`config.mk`:
```
export PLATFORM = sky130hd
export DESIGN_NAME = ecc_flag_status
export DESIGN_NICKNAME = d
export VERILOG_FILES = /design/src/rtl/ecc_stat_pkg.sv /design/src/rtl/ecc_first_err_detect.sv /design/src/rtl/ecc_w1c_flag.sv /design/src/rtl/ecc_reg_port.sv /design/src/rtl/ecc_flag_status.sv
export SDC_FILE = /design/constraint.sdc
export NUM_CORES = 1
export LEC_CHECK = 0
export BUFFER_PORTS_ARGS = -buffer_cell sky130_fd_sc_hd__buf_2
export CORE_ASPECT_RATIO = 2
export CORE_MARGIN = 1
export CORE_UTILIZATION = 50
export CTS_CLUSTER_SIZE = 25
export DETAILED_ROUTE_END_ITERATION = 10
export PLACE_DENSITY = 0.84
export REMOVE_ABC_BUFFERS = 1
export SLEW_MARGIN = 10
export SYNTH_ARGS = -nofsm -noshare
export SYNTH_HDL_FRONTEND = slang
export SYNTH_SLANG_ARGS = --single-unit
```
`constraint.sdc`:
```
create_clock -name clk -period 1.2 [get_ports clk]
set_input_delay 0.06 -clock clk [delete_from_list [all_inputs] [get_ports clk]]
set_output_delay 0.06 -clock clk [all_outputs]
set_load 0.005 [all_outputs]
```
`src/rtl/ecc_stat_pkg.sv`:
```
package ecc_stat_pkg;
  localparam int MAX_DEC  = 8;
  localparam int REG_W    = 32;
  localparam int SBE_LSB  = 0;
  localparam int DBE_LSB  = 8;
  localparam int RSVD_LSB = 16;
  localparam int RSVD_W   = REG_W - RSVD_LSB;

  typedef enum logic {
    KIND_SINGLE = 1'b0,
    KIND_DOUBLE = 1'b1
  } err_kind_e;
endpackage

```
`src/rtl/ecc_first_err_detect.sv`:
```
module ecc_first_err_detect #(
  parameter int NUM_DEC = 8
) (
  input  logic               clk,
  input  logic               rst_n,
  input  logic [NUM_DEC-1:0] beat_valid,
  input  logic [NUM_DEC-1:0] first_beat,
  input  logic [NUM_DEC-1:0] single_err,
  input  logic [NUM_DEC-1:0] double_err,
  output logic [NUM_DEC-1:0] set_single,
  output logic [NUM_DEC-1:0] set_double
);
  import ecc_stat_pkg::*;

  for (genvar d = 0; d < NUM_DEC; d++) begin : g_dec
    for (genvar k = 0; k < 2; k++) begin : g_kind
      localparam err_kind_e KIND = err_kind_e'(k);
      logic err;
      logic seen_q;
      logic seen_d;
      logic set;

      assign err = (KIND == KIND_DOUBLE) ? double_err[d] : single_err[d];
      assign set = beat_valid[d] && err && (first_beat[d] || !seen_q);

      always_comb begin
        seen_d = seen_q;
        if (beat_valid[d]) begin
          seen_d = first_beat[d] ? err : (seen_q || err);
        end
      end

      always_ff @(posedge clk or negedge rst_n) begin
        if (!rst_n) seen_q <= 1'b0;
        else        seen_q <= seen_d;
      end

      AST_NO_REPEAT_SET: assert property (@(posedge clk) disable iff (!rst_n)
        set |=> (first_beat[d] || !set));
    end

    assign set_single[d] = g_kind[0].set;
    assign set_double[d] = g_kind[1].set;
  end
endmodule

```
`src/rtl/ecc_w1c_flag.sv`:
```
module ecc_w1c_flag (
  input  logic clk,
  input  logic rst_n,
  input  logic set,
  input  logic clr,
  output logic q
);
  always_ff @(posedge clk or negedge rst_n) begin
    if (!rst_n)   q <= 1'b0;
    else if (set) q <= 1'b1;
    else if (clr) q <= 1'b0;
  end

  AST_RESET_CLEARS: assert property (@(posedge clk)
    !rst_n |=> !q);
  AST_FLAG_STICKY: assert property (@(posedge clk) disable iff (!rst_n)
    q && !clr |=> q);
  AST_SET_WINS: assert property (@(posedge clk) disable iff (!rst_n)
    set |=> q);
  AST_W1C_CLEARS: assert property (@(posedge clk) disable iff (!rst_n)
    q && clr && !set |=> !q);
endmodule

```
`src/rtl/ecc_reg_port.sv`:
```
module ecc_reg_port #(
  parameter int NUM_DEC    = 8,
  parameter int ADDR_W     = 12,
  parameter int REG_OFFSET = 'h84
) (
  input  logic                            clk,
  input  logic                            rst_n,
  input  logic [ADDR_W-1:0]               addr,
  input  logic                            wr_en,
  input  logic [ecc_stat_pkg::REG_W-1:0]  wr_data,
  input  logic                            rd_en,
  input  logic [ecc_stat_pkg::REG_W-1:0]  flag_word,
  output logic [NUM_DEC-1:0]              clr_single,
  output logic [NUM_DEC-1:0]              clr_double,
  output logic [ecc_stat_pkg::REG_W-1:0]  rd_data
);
  import ecc_stat_pkg::*;

  localparam logic [ADDR_W-1:0] OFF = ADDR_W'(REG_OFFSET);

  logic addr_hit;
  logic wr_hit;
  logic rsvd_write;

  assign addr_hit   = (addr == OFF);
  assign wr_hit     = wr_en && addr_hit;
  assign clr_single = wr_hit ? wr_data[SBE_LSB +: NUM_DEC] : '0;
  assign clr_double = wr_hit ? wr_data[DBE_LSB +: NUM_DEC] : '0;
  assign rsvd_write = wr_hit && (|wr_data[RSVD_LSB +: RSVD_W]);

  always_ff @(posedge clk or negedge rst_n) begin
    if (!rst_n)     rd_data <= '0;
    else if (rd_en) rd_data <= addr_hit ? flag_word : '0;
  end

  AST_RSVD_READ_ZERO: assert property (@(posedge clk) disable iff (!rst_n)
    rd_data[RSVD_LSB +: RSVD_W] == '0);
  AST_RSVD_WRITE_NO_EFFECT: assert property (@(posedge clk) disable iff (!rst_n)
    rsvd_write |-> (flag_word[RSVD_LSB +: RSVD_W] == '0));
  AST_READ_LATENCY: assert property (@(posedge clk) disable iff (!rst_n)
    rd_en && addr_hit |=> rd_data == $past(flag_word));
  AST_READ_HOLD: assert property (@(posedge clk) disable iff (!rst_n)
    !rd_en |=> $stable(rd_data));
endmodule

```
`src/rtl/ecc_flag_status.sv`:
```
module ecc_flag_status #(
  parameter int NUM_DEC    = 8,
  parameter int ADDR_W     = 12,
  parameter int REG_OFFSET = 'h84
) (
  input  logic                            clk,
  input  logic                            rst_n,
  input  logic                            ecc_en,
  input  logic [NUM_DEC-1:0]              dec_beat_valid,
  input  logic [NUM_DEC-1:0]              dec_first_beat,
  input  logic [NUM_DEC-1:0]              dec_single_err,
  input  logic [NUM_DEC-1:0]              dec_double_err,
  input  logic [ADDR_W-1:0]               bus_addr,
  input  logic                            bus_wr_en,
  input  logic [ecc_stat_pkg::REG_W-1:0]  bus_wr_data,
  input  logic                            bus_rd_en,
  output logic [ecc_stat_pkg::REG_W-1:0]  bus_rd_data,
  output logic                            irq_single,
  output logic                            irq_double
);
  import ecc_stat_pkg::*;

  localparam int FLAG_N = 2 * NUM_DEC;

  logic [NUM_DEC-1:0] set_single, set_double;
  logic [NUM_DEC-1:0] clr_single, clr_double;
  logic [NUM_DEC-1:0] single_q, double_q;
  logic [FLAG_N-1:0]  flag_vec;
  logic [REG_W-1:0]   flag_word;

  ecc_first_err_detect #(.NUM_DEC(NUM_DEC)) u_detect (
    .clk        (clk),
    .rst_n      (rst_n),
    .beat_valid (dec_beat_valid),
    .first_beat (dec_first_beat),
    .single_err (dec_single_err),
    .double_err (dec_double_err),
    .set_single (set_single),
    .set_double (set_double)
  );

  for (genvar d = 0; d < NUM_DEC; d++) begin : g_flag
    ecc_w1c_flag u_single (
      .clk   (clk),
      .rst_n (rst_n),
      .set   (set_single[d]),
      .clr   (clr_single[d]),
      .q     (single_q[d])
    );
    ecc_w1c_flag u_double (
      .clk   (clk),
      .rst_n (rst_n),
      .set   (set_double[d]),
      .clr   (clr_double[d]),
      .q     (double_q[d])
    );
  end

  always_comb begin
    flag_word = '0;
    flag_word[SBE_LSB +: NUM_DEC] = single_q;
    flag_word[DBE_LSB +: NUM_DEC] = double_q;
  end

  assign flag_vec   = {double_q, single_q};
  assign irq_single = |single_q;
  assign irq_double = |double_q;

  ecc_reg_port #(
    .NUM_DEC    (NUM_DEC),
    .ADDR_W     (ADDR_W),
    .REG_OFFSET (REG_OFFSET)
  ) u_port (
    .clk        (clk),
    .rst_n      (rst_n),
    .addr       (bus_addr),
    .wr_en      (bus_wr_en),
    .wr_data    (bus_wr_data),
    .rd_en      (bus_rd_en),
    .flag_word  (flag_word),
    .clr_single (clr_single),
    .clr_double (clr_double),
    .rd_data    (bus_rd_data)
  );

  AST_ENABLE_DROP_KEEPS_FLAGS: assert property (@(posedge clk) disable iff (!rst_n)
    $fell(ecc_en) && !bus_wr_en |=> ((flag_vec & $past(flag_vec)) == $past(flag_vec)));
  AST_IRQ_FOLLOWS_SET: assert property (@(posedge clk) disable iff (!rst_n)
    (|set_single) |=> irq_single);
  AST_IRQ_DOUBLE_FOLLOWS_SET: assert property (@(posedge clk) disable iff (!rst_n)
    (|set_double) |=> irq_double);
  AST_SINGLE_SETS_FLAG: assert property (@(posedge clk) disable iff (!rst_n)
    (|(dec_beat_valid & dec_single_err & dec_first_beat)) |=> (single_q != '0));
  AST_DOUBLE_SETS_FLAG: assert property (@(posedge clk) disable iff (!rst_n)
    (|(dec_beat_valid & dec_double_err & dec_first_beat)) |=> (double_q != '0));
endmodule

```
==> results.yml <==
timing:
  slew_headroom_pct: 66.6
  setup_viol: 2
  finalSetupTns_ns: -0.185
  worst_slack_ns: -0.0948
  drv_slew: 0
  period_needed_ns: 1.29
  finalClockSkew_ns: 0.00984
  tightest_slew_ns: 0.501
  rsz0062_at_grt: "yes"
  max_freq_mhz: 772
  finalHoldViolCount: 0
  finalCritPeriodShare_pct: 108
  timing.hold.ws_ns: 0.00679
drt:
  first_pass_iters: 4
  vias_per_cell: 5.37
  num_vias: 2073
  drt_iter0_markers: 36
  avgRoutedWirePerCell_microns: 13.7
  drtAntennaViolNets: 0
  drcViolationCount: 0
  wl_microns: 5290
critical_path:
  criticalPathCategory: "reg -> out"
  critPathRequiredTime_ns: 1.14
  cp.arrival_ns: 1.23
  endpoint_kind: "output pin"
  cp_max_fo: 2
  start_kind: "register"
placement:
  port_buffers: 81
  routabilityCongestion: 0.831
  dpl_worst_slack_ns: -0.0941
  hpwl_microns: 3810
logic_synthesis:
  seq_area_frac_synth_pct: 49.8
  synth.area.top_cells: "dfrtp_1 (50%), a31oi_4 (8.8%), a22o_1 (5.8%)"
  syn_area_per_cell_sq_um: 11.1
  synth.distinct_cells: 20
  yosysTopAreaCell: "dfrtp_1"
  netlist_area_sq_um: 2410
  synth-seq-cells: 48
  synthCells: 218
  synth_warnings: 0
  synth_top_area_share_pct: 49.8
final_layout:
  final_cell_mix: "buf_2 (81), dfrtp_1 (48), nand2_1 (26), a31oi_1 (22), dlygate4sd3_1 (17)"
  syn_to_final_growth_pct: 31.9
  fin_nets: 411
  diodes: 0
  final_common_cell: "buf_2"
  postLayoutCoreUtil_pct: 69.2
  nFillCells: 370
  final_layout_size_suffix_gt1_share_pct: 36.3
power:
  p_leak_uw: 0.00146
  comb_power_share_pct: 14.2
  powerDensity_nw_per_um2: 969
  switching_share_pct: 25.5
  switchingPower_uw: 787
  peakVddDrop_uv: 718
  seqPwrFrac_pct: 55.6
  clkPwrFrac_pct: 30.2
  p_int_uw: 2300
cts:
  cts_buffers: 5
  cts.sinks: 48
  cts_buffer_depth: 2
  clk_latency_ns: 0.30
  htree_levels: 2
  clk_pin_slew_ns: 0.09
  root_buffer: "clkbuf_8"
  cts_tree: "done"
die:
  die_w_microns: 51.1
  rows: 35
  die-area_sq_um: 5130
  core_area_sq_um: 4600
  pin_count: 115
  die_h_microns: 100
  initial_utilization_pct: 52.5
global_route:
  antenna_found_initial: 0
  met2_usage_pct: 43.1
  grt_use_met3_pct: 3.64
  gr-total-overflow: 0
  grt.met1_usage_pct: 24.4
  track_usage_pct: 23.1
  grt_pass1_vias: 1968
  grt_pass1_wl_microns: 8730
  busiest_layer: "met2"
  grt_max_degree: 49
worst_hold_path:
  hp-class: "in -> reg"
outcome:
  violations: "negative setup slack"
  outcome: "finished with violations"
job:
  cap_violations: 0
[layer usage]
layer | vias up | share of wire, %
met1 | 985 | 36
met3 | 7 | 4.7
met5 | - | 0
met4 | 0 | 2.1
met2 | 81 | 57
li1 | 1000 | -
[flip-flops by register name, summed over array words and instances, names as in the netlist]
signal,count
u_port.rd_data,16
u_detect.g_dec.g_kind.seen_q,16
g_flag.u_single.q,8
g_flag.u_double.q,8
[power groups by stage]
stage	clock (uW)	combinational (uW)	sequential, uW
finish	932	439	1710
global route	1030	488	1720
CTS	951	438	1710
detailed placement	0	397	1740
global placement	0	382	1740
floorplan	0	162	1740
[cell type report]
class	instances	area (sq um)	share of cell area, %
flip-flops and latches	48	1200	37.7
multi-input cells	147	1060	33.3
repair buffers	112	706	22.2
clock buffers	5	68.8	2.16
well taps	55	68.8	2.16
inverters	16	60.1	1.89
clock inverters	3	18.8	0.590
[worst paths after layout]
check / from / endpoint / slack (ns) / cells past startpoint
min: dec_single_err[1] / u_detect.g_dec[1].g_kind[0].seen_q / 0.007 / 2
max: g_flag[4].u_double.q / irq_double / -0.09 / 3
max in group asynchronous: rst_n / u_detect.g_dec[5].g_kind[0].seen_q / 0.70 / 3
max reg2reg: g_flag[4].u_double.q / g_flag[4].u_double.q / 0.22 / 4
min reg2reg: u_detect.g_dec[5].g_kind[1].seen_q / u_detect.g_dec[5].g_kind[1].seen_q / 0.50 / 1
min in group asynchronous: rst_n / g_flag[3].u_single.q / 0.28 / 3
[critical path: stages (launching register included)]
cell	delay [ns]
dfrtp_1	0.40
nor4_2	0.31
nand2_1	0.10
buf_2	0.13
[metrics by stage]
stage | cell area (sq um) | std cells | total power, uW
after floorplan | 2300 | 211 | 1900
after global placement | 2850 | 353 | 2120
after detailed placement | 2850 | 353 | 2140
after CTS | 3170 | 384 | 3100
after global routing | 3180 | 386 | 3240
final | 3180 | 386 | 3080
[Yosys cell counts]
cell type and count:
conb_1 1, buf_12 1, dfrtp_1 48, buf_2 1, nand3_1 16, nor4_1 4, nor4_4 1, clkbuf_1 3
nand2b_1 16, inv_1 16, o22ai_1 16, a22o_1 16, buf_4 16, nor4b_4 2, a31oi_4 10, nand2_1 26
nand3_2 1, buf_6 1, a31oi_1 22, and4_1 1
[cells by family after synthesis]
family / Yosys count / synth area share, %
AOI/OAI and AO/OA: 64 / 24.5
buffers and inverters: 38 / 9.44
DFF: 48 / 49.8
other: 1 / 0.155
and+or+nand+nor: 67 / 16.2
[timing repair]
action                                  CTS  global route
setup buffers                             6             2
pin swaps                                 2             2
resized for setup                         3             0
hold buffers                             17             0
endpoints found under the setup margin    2             2
hold endpoints to repair                 64             0
No activity file was read; power rests on OpenSTA's default activity.
